--- config.mk ---
export PLATFORM = sky130hd
export DESIGN_NAME = tern_pattern_bank
export DESIGN_NICKNAME = d
export VERILOG_FILES = /design/src/rtl/tpb_pkg.sv /design/src/rtl/tpb_layer_cell.sv /design/src/rtl/tpb_majority.sv /design/src/rtl/tpb_row.sv /design/src/rtl/tern_pattern_bank.sv
export SDC_FILE = /design/constraint.sdc
export NUM_CORES = 2
export LEC_CHECK = 0
export ABC_CLOCK_PERIOD_IN_PS = 12400
export BUFFER_PORTS_ARGS = -buffer_cell sky130_fd_sc_hd__buf_2
export CORE_ASPECT_RATIO = 1.1
export CORE_MARGIN = 2
export CORE_UTILIZATION = 30
export CTS_CLUSTER_DIAMETER = 120
export DETAILED_ROUTE_END_ITERATION = 10
export PLACE_DENSITY = 0.54
export SYNTH_ARGS = -nofsm -noshare
export SYNTH_HDL_FRONTEND = slang
export SYNTH_SLANG_ARGS = --single-unit
--- constraint.sdc ---
create_clock -name clk -period 12.4 [get_ports clk]
set_clock_uncertainty 0.15 [all_clocks]
set_input_delay 1.86 -clock clk [delete_from_list [all_inputs] [get_ports clk]]
set_output_delay 1.86 -clock clk [all_outputs]
set_load 0.02 [all_outputs]
--- src/rtl/tpb_pkg.sv ---
package tpb_pkg;

    localparam int TPB_WORD_W  = 15;
    localparam int TPB_DC_W    = 3;
    localparam int TPB_LAYERS  = 8;
    localparam int TPB_PATTERNS = 8;

    typedef enum logic [1:0] {
        THR_OFF   = 2'd0,
        THR_MISS0 = 2'd1,
        THR_MISS1 = 2'd2,
        THR_MISS2 = 2'd3
    } thr_mode_e;

    typedef struct packed {
        thr_mode_e mode;
        logic      need_l0;
        logic      force_rd;
        logic      block_rd;
    } rd_cfg_t;

    typedef struct packed {
        logic we;
        logic set;
        logic clr;
    } dis_cmd_t;

    // Ternary compare: low DC_W bits may be masked, the rest must be equal.
    function automatic logic tern_hit(
        input logic [TPB_WORD_W-1:0] hit,
        input logic [TPB_WORD_W-1:0] stored,
        input logic [TPB_DC_W-1:0]   dc
    );
        logic [TPB_WORD_W-1:0] care;
        care = ~{{(TPB_WORD_W-TPB_DC_W){1'b0}}, dc};
        return ~|((hit ^ stored) & care);
    endfunction

endpackage

--- src/rtl/tpb_layer_cell.sv ---
module tpb_layer_cell
    import tpb_pkg::*;
(
    input  logic                  clk,
    input  logic                  rst,
    input  logic                  init,
    input  logic                  wr_en,
    input  logic [TPB_WORD_W-1:0] wr_value,
    input  logic [TPB_DC_W-1:0]   wr_dc,
    input  logic                  hit_valid,
    input  logic [TPB_WORD_W-1:0] hit_word,
    output logic                  flag_nxt,
    output logic                  flag_q
);
    logic [TPB_WORD_W-1:0] word_q;
    logic [TPB_DC_W-1:0]   dc_q;
    logic                  hit_now;

    assign hit_now  = hit_valid && tern_hit(hit_word, word_q, dc_q);
    assign flag_nxt = init ? 1'b0 : (flag_q | hit_now);

    always_ff @(posedge clk) begin
        if (rst) begin
            word_q <= '0;
            dc_q   <= '0;
            flag_q <= 1'b0;
        end else begin
            flag_q <= flag_nxt;
            if (wr_en) begin
                word_q <= wr_value;
                dc_q   <= wr_dc;
            end
        end
    end

    p_flag_sticky_r4: assert property (@(posedge clk) disable iff (rst)
        (flag_q && !init) |=> flag_q);
    p_init_clears_r4: assert property (@(posedge clk) disable iff (rst)
        init |=> !flag_q);

endmodule

--- src/rtl/tpb_majority.sv ---
module tpb_majority
    import tpb_pkg::*;
#(
    parameter int NUM_LAYER = TPB_LAYERS
) (
    input  logic [NUM_LAYER-1:0] flags,
    input  rd_cfg_t              cfg,
    input  logic                 disabled,
    output logic                 report
);
    localparam int CW = $clog2(NUM_LAYER + 1);

    logic [CW-1:0] cnt;
    logic          count_ok;
    logic          l0_ok;

    always_comb begin
        cnt = '0;
        for (int i = 0; i < NUM_LAYER; i++) begin
            cnt = cnt + CW'(flags[i]);
        end
    end

    always_comb begin
        unique case (cfg.mode)
            THR_MISS0: count_ok = (cnt == CW'(NUM_LAYER));
            THR_MISS1: count_ok = (cnt >= CW'(NUM_LAYER - 1));
            THR_MISS2: count_ok = (cnt >= CW'(NUM_LAYER - 2));
            default:   count_ok = 1'b0;
        endcase
    end

    assign l0_ok  = !cfg.need_l0 || flags[0];
    assign report = !disabled && !cfg.block_rd &&
                    (cfg.force_rd || (count_ok && l0_ok));

endmodule

--- src/rtl/tpb_row.sv ---
module tpb_row
    import tpb_pkg::*;
#(
    parameter int NUM_LAYER = TPB_LAYERS,
    localparam int LW = $clog2(NUM_LAYER)
) (
    input  logic                            clk,
    input  logic                            rst,
    input  logic                            init,
    input  logic [NUM_LAYER-1:0]            hit_valid,
    input  logic [NUM_LAYER*TPB_WORD_W-1:0] hit_word,
    input  logic                            wr_en,
    input  logic [LW-1:0]                   wr_layer,
    input  logic [TPB_WORD_W-1:0]           wr_value,
    input  logic [TPB_DC_W-1:0]             wr_dc,
    input  dis_cmd_t                        dis_cmd,
    input  rd_cfg_t                         cfg,
    output logic                            match_q,
    output logic [NUM_LAYER-1:0]            flags_q
);
    logic [NUM_LAYER-1:0] flags_nxt;
    logic                 dis_q;
    logic                 dis_nxt;
    logic                 report;

    for (genvar g = 0; g < NUM_LAYER; g++) begin : g_layer
        tpb_layer_cell u_cell (
            .clk       (clk),
            .rst       (rst),
            .init      (init),
            .wr_en     (wr_en && (wr_layer == LW'(g))),
            .wr_value  (wr_value),
            .wr_dc     (wr_dc),
            .hit_valid (hit_valid[g]),
            .hit_word  (hit_word[g*TPB_WORD_W +: TPB_WORD_W]),
            .flag_nxt  (flags_nxt[g]),
            .flag_q    (flags_q[g])
        );
    end

    always_comb begin
        dis_nxt = dis_q;
        if (dis_cmd.we) begin
            if (dis_cmd.set)      dis_nxt = 1'b1;
            else if (dis_cmd.clr) dis_nxt = 1'b0;
        end
    end

    tpb_majority #(.NUM_LAYER(NUM_LAYER)) u_maj (
        .flags    (flags_nxt),
        .cfg      (cfg),
        .disabled (dis_nxt),
        .report   (report)
    );

    always_ff @(posedge clk) begin
        if (rst) begin
            dis_q   <= 1'b0;
            match_q <= 1'b0;
        end else begin
            dis_q   <= dis_nxt;
            match_q <= report;
        end
    end

    p_disabled_quiet_r7: assert property (@(posedge clk) disable iff (rst)
        dis_q |-> !match_q);
    p_block_quiet_r9: assert property (@(posedge clk) disable iff (rst)
        cfg.block_rd |=> !match_q);
    p_mode_off_r5: assert property (@(posedge clk) disable iff (rst)
        (cfg.mode == THR_OFF && !cfg.force_rd) |=> !match_q);
    p_all_layers_r5: assert property (@(posedge clk) disable iff (rst)
        (cfg.mode == THR_MISS0 && !cfg.force_rd) |=> (!match_q || (&flags_q)));
    p_layer0_needed_r6: assert property (@(posedge clk) disable iff (rst)
        (cfg.need_l0 && !cfg.force_rd) |=> (!match_q || flags_q[0]));

endmodule

--- src/rtl/tern_pattern_bank.sv ---
module tern_pattern_bank
    import tpb_pkg::*;
#(
    parameter int NUM_PAT   = TPB_PATTERNS,
    parameter int NUM_LAYER = TPB_LAYERS,
    localparam int PW = $clog2(NUM_PAT),
    localparam int LW = $clog2(NUM_LAYER)
) (
    input  logic                            clk,
    input  logic                            rst,
    input  logic                            evt_init,
    input  logic [NUM_LAYER-1:0]            hit_valid,
    input  logic [NUM_LAYER*TPB_WORD_W-1:0] hit_word,
    input  logic                            wr_en,
    input  logic [PW-1:0]                   wr_pat,
    input  logic [LW-1:0]                   wr_layer,
    input  logic [TPB_WORD_W-1:0]           wr_value,
    input  logic [TPB_DC_W-1:0]             wr_dcmask,
    input  logic                            dis_we,
    input  logic [PW-1:0]                   dis_pat,
    input  logic                            dis_set,
    input  logic                            dis_clr,
    input  logic [1:0]                      thr_mode,
    input  logic                            need_layer0,
    input  logic                            force_read,
    input  logic                            block_read,
    output logic [NUM_PAT-1:0]              match_vec,
    output logic [NUM_PAT*NUM_LAYER-1:0]    fired_map
);
    rd_cfg_t cfg;

    assign cfg.mode     = thr_mode_e'(thr_mode);
    assign cfg.need_l0  = need_layer0;
    assign cfg.force_rd = force_read;
    assign cfg.block_rd = block_read;

    for (genvar p = 0; p < NUM_PAT; p++) begin : g_pat
        dis_cmd_t cmd;
        assign cmd.we  = dis_we && (dis_pat == PW'(p));
        assign cmd.set = dis_set;
        assign cmd.clr = dis_clr;

        tpb_row #(.NUM_LAYER(NUM_LAYER)) u_row (
            .clk       (clk),
            .rst       (rst),
            .init      (evt_init),
            .hit_valid (hit_valid),
            .hit_word  (hit_word),
            .wr_en     (wr_en && (wr_pat == PW'(p))),
            .wr_layer  (wr_layer),
            .wr_value  (wr_value),
            .wr_dc     (wr_dcmask),
            .dis_cmd   (cmd),
            .cfg       (cfg),
            .match_q   (match_vec[p]),
            .flags_q   (fired_map[p*NUM_LAYER +: NUM_LAYER])
        );
    end

    p_block_all_r9: assert property (@(posedge clk) disable iff (rst)
        block_read |=> (match_vec == '0));

endmodule

==> summary.md <==
| Metric | Value |
|---|---|
| H-Tree Level Count | `4` |
| Placed inst area | `0.0585 mm2` |
| Asr flop ratio synth | `0%` |
| Rel. slew slack | `16.1%` |
| Cell types occupying the most area after synthesis | `dfxtp_1 44%, nand2_1 15%, xnor2_1 15%` |
| Distinct cell type count after synthesis | `between 40 and 50` |
| Layout-stage area growth over the synthesis result | `11.3%` |
| Final instance count without filler cells | `between 9000 and 10000` |
| Final sum of negative setup slack | `0 ns` |
| Required time of the critical path | `12.96 ns` |
| Per-instance average area after synthesis | `7.94 um2` |
| First-pass iteration count of the detailed router | `6` |
| Largest fanout of any net on the critical path | `8` |
| Antenna violations before repair | `21` |
| Worst-case setup slack after placement | `roughly 5.3 ns` |
| Run status | `complete, no violations` |
| Die boundary height | `459 um` |
| Starting density of the core | `between 30 and 40%` |
| RSZ-0062 raised after global routing | `no` |
| Final setup vio count | `0` |
| Hold Path Class | `reg -> reg` |
| Worst setup slack for register-to-register paths | `7.09 ns` |
| Number of ports placed on the die boundary | `239` |
| Post-CTS Setup Bufs | `0` |
| Half-perimeter wire length after detailed placement | `139000 um` |
| Post-synthesis cell area | `roughly 0.057 mm2` |
| Number of buffers added to fix hold violations after cts | `0` |
| Pin count of the biggest net entering global routing | `221` |
| Syn nets | `7349` |
| Number of filler cells placed in the layout | `around 20000` |
| Final Hold Violating Endpoints | `0` |
| Die Width | `between 400 and 500 um` |
| Final Power | `a little under 9 mW` |
| Final cell area excluding filler cells | `about 0.063 mm2` |
| Final period util | `roughly 52%` |
| GRT Resource Usage Total | `22.6%` |
| Setup crit end kind | `register` |
| Num CTS Buffers | `around 130` |
| Drt drc | `0` |
| Startpoint of the lowest-slack register-to-register path | `g_pat[7].u_row.g_layer[7].u_cell.word_q[11]$_SDFFE_PP0P_` |
| Yosys reg bits | `1232` |
| Startpoint-to-endpoint class of the critical path | `in -> reg` |
| Final Core Density | `33.5%` |
| Number of DRC markers in iteration 0 | `roughly 4500` |
| Count of flip-flops with a built-in enable after synthesis | `0` |
| Cell type contributing the most total cell area after synthesis | `dfxtp_1` |
| # port buffers | `~240` |
| Sequential area share after synthesis | `between 40 and 50%` |
| Most common cell in the synthesized netlist | `nand2_1` |
| Vias in the first global route | `between 40000 and 50000` |
| Worst min-delay path endpoint | `g_pat[3].u_row.g_layer[5].u_cell.dc_q[1]$_SDFFE_PP0P_` |
| Sum of routed wire length over all layers | `between 200000 and 250000 um` |
| Final min period | `~6.4 ns` |
| Register-to-Register Path Depth | `17` |
| Clock latency of the later-clocked register in the worst-skew pair | `0.80 ns` |
| Achievable frequency | `~160 MHz` |
| Number of gates given a new drive strength after cts | `0` |
| Final WS setup | `between 5 and 6 ns` |
| Mean routed wirelength per cell | `~24 um` |
| Synth Warn # | `0` |
| Vias | `approximately 48000` |
| Hold Path Cell Cnt | `2` |
| Area inside the core boundary | `0.188 mm2` |
| Final worst hold slack | `between 0.3 and 0.4 ns` |
| Most instantiated flip-flop cell in the synthesis netlist | `dfxtp_1` |
| Number of antenna-violating nets in the routed design | `0` |
| Maximum clock insertion buffer count | `3` |
| Worst-case vdd ir drop | `0.154 mV` |
| GRT Residual Overflow | `0` |
| Avg Vias per Cell | `slightly above 5` |
| Area share of the largest cell type after synthesis | `a little over two fifths` |
| Rows | `167` |
| Clock root cell | `clkbuf_16` |
| Start point of the worst min-delay path | `g_pat[3].u_row.g_layer[5].u_cell.dc_q[1]$_SDFFE_PP0P_` |
| Synth cell count leaders | `2201 x nand2_1, 1232 x dfxtp_1, 1142 x a21oi_1` |
| Max-cap violation count | `0` |
| Ratio of cells with drive above 1 in the final layout | `8.91%` |
| Worst reg2reg path endpoint | `g_pat[7].u_row.match_q$_SDFF_PP0_` |
| Power density cells | `139 mW/mm2` |
| Leak Pwr | `18.8 nW` |
| Post-Place Cells | `between 9000 and 10000` |
| Slew Viols, Final | `0` |
| Clock slew at reported path FFs | `around 0.06 ns` |
| CP arrival | `6.99 ns` |
| Wire length of the first global-routing pass | `321000 um` |
| Net total in the final layout | `about 7100` |
| Startpoint type of the worst setup path | `input pin` |
| TritonCTS clock tree | `built` |
| Number of clock sinks | `between 1000 and 1500` |
| Actual slew at the worst max-slew pin | `1.24 ns` |
| Die area | `just under 0.2 mm2` |
| Cell count after synthesis | `slightly above 7000` |
| Routability cong. | `0.867` |
## cell families (layout without fill, tap and decap cells)
logic type | after synthesis | after routing | share of synthesized area [%]
buffers and inverters | 665 | 561 | 5.24
AO/OA/AOI/OAI | 1431 | 1431 | 13.6
flip-flops | 1232 | 1232 | 43.6
multiplexers | 36 | 36 | 0.637
adder cells (fa/ha/maj) | 56 | 56 | 1.66
other | 0 | 10 | 0
XOR/XNOR | 965 | 965 | 14.9
AND/OR/NAND/NOR | 2741 | 2741 | 20.3
## layout make-up
| class | count | area [um2] | share of cell area, % |
|---|---|---|---|
| Sequential cell | 1232 | 24700 | 39.2 |
| Multi-Input combinational cell | 5229 | 29000 | 46.0 |
| Timing Repair Buffer | 288 | 1660 | 2.64 |
| Clock buffer | 197 | 3960 | 6.30 |
| Inverter | 32 | 120 | 0.191 |
| Antenna cell | 10 | 25.0 | 0.0398 |
| Clock inverter | 44 | 478 | 0.760 |
| Tap cell | 2450 | 3070 | 4.87 |
## cell usage in the layout, fill, tap and decap left out, types with 72 or more instances in the layout
cell type	n
clkbuf_16	137
buf_2	218
xnor2_1	941
o211ai_1	72
a21oi_1	1142
nand2_1	2201
nand4_1	128
nor2_1	162
o21ai_0	78
dfxtp_1	1232
## power breakdown
group          total [mW]  switching (mW)  internal [mW]
registers            3.98          0.0107           3.97
clock network        4.12            1.75           2.37
logic               0.654           0.485          0.169
## state kept, by name, indices dropped and copies added (netlist names)
| signal | count |
|---|---|
| g_pat.u_row.g_layer.u_cell.dc_q | 192 |
| g_pat.u_row.match_q | 8 |
| g_pat.u_row.dis_q | 8 |
| g_pat.u_row.g_layer.u_cell.flag_q | 64 |
| g_pat.u_row.g_layer.u_cell.word_q | 960 |
## worst max-delay path by stage
stage / startpoint / endpoint / slack (ns) / cells after the start
final: hit_word[107] / g_pat[7].u_row.match_q$_SDFF_PP0_ / 5.97 / 18
after detailed placement: hit_word[107] / g_pat[7].u_row.match_q$_SDFF_PP0_ / 5.26 / 18
after global placement: hit_word[106] / g_pat[7].u_row.match_q$_SDFF_PP0_ / 5.21 / 18
after floorplan: hit_word[63] / g_pat[7].u_row.match_q$_SDFF_PP0_ / 6.27 / 18
after global routing: hit_word[105] / g_pat[7].u_row.match_q$_SDFF_PP0_ / 5.80 / 18
after CTS: hit_word[107] / g_pat[7].u_row.match_q$_SDFF_PP0_ / 6.07 / 18
## metal layers
metal	routed length (um)	vias to the layer above	track usage, %	part of all wire [%]
li1	-	22800	-	-
met1	91200	23400	27.8	41
met2	107000	1645	38.1	48
met3	13000	467	3.23	5.8
met4	12400	12	11.8	5.5
met5	77	-	0	0.034
## worst max-delay path: stages
cell,delay [ns]
buf_2,0.35
xnor2_1,0.17
o22ai_1,0.10
nor4_1,0.43
a41oi_1,0.46
nor2_1,0.43
fa_1,0.48
inv_1,0.10
fa_1,0.42
fa_1,0.55
inv_1,0.05
ha_1,0.22
fa_1,0.47
nor4bb_1,0.29
nor2_1,0.07
nor3b_1,0.23
o311ai_0,0.15
a21oi_1,0.16
No activity file was read; power rests on OpenSTA's default activity.
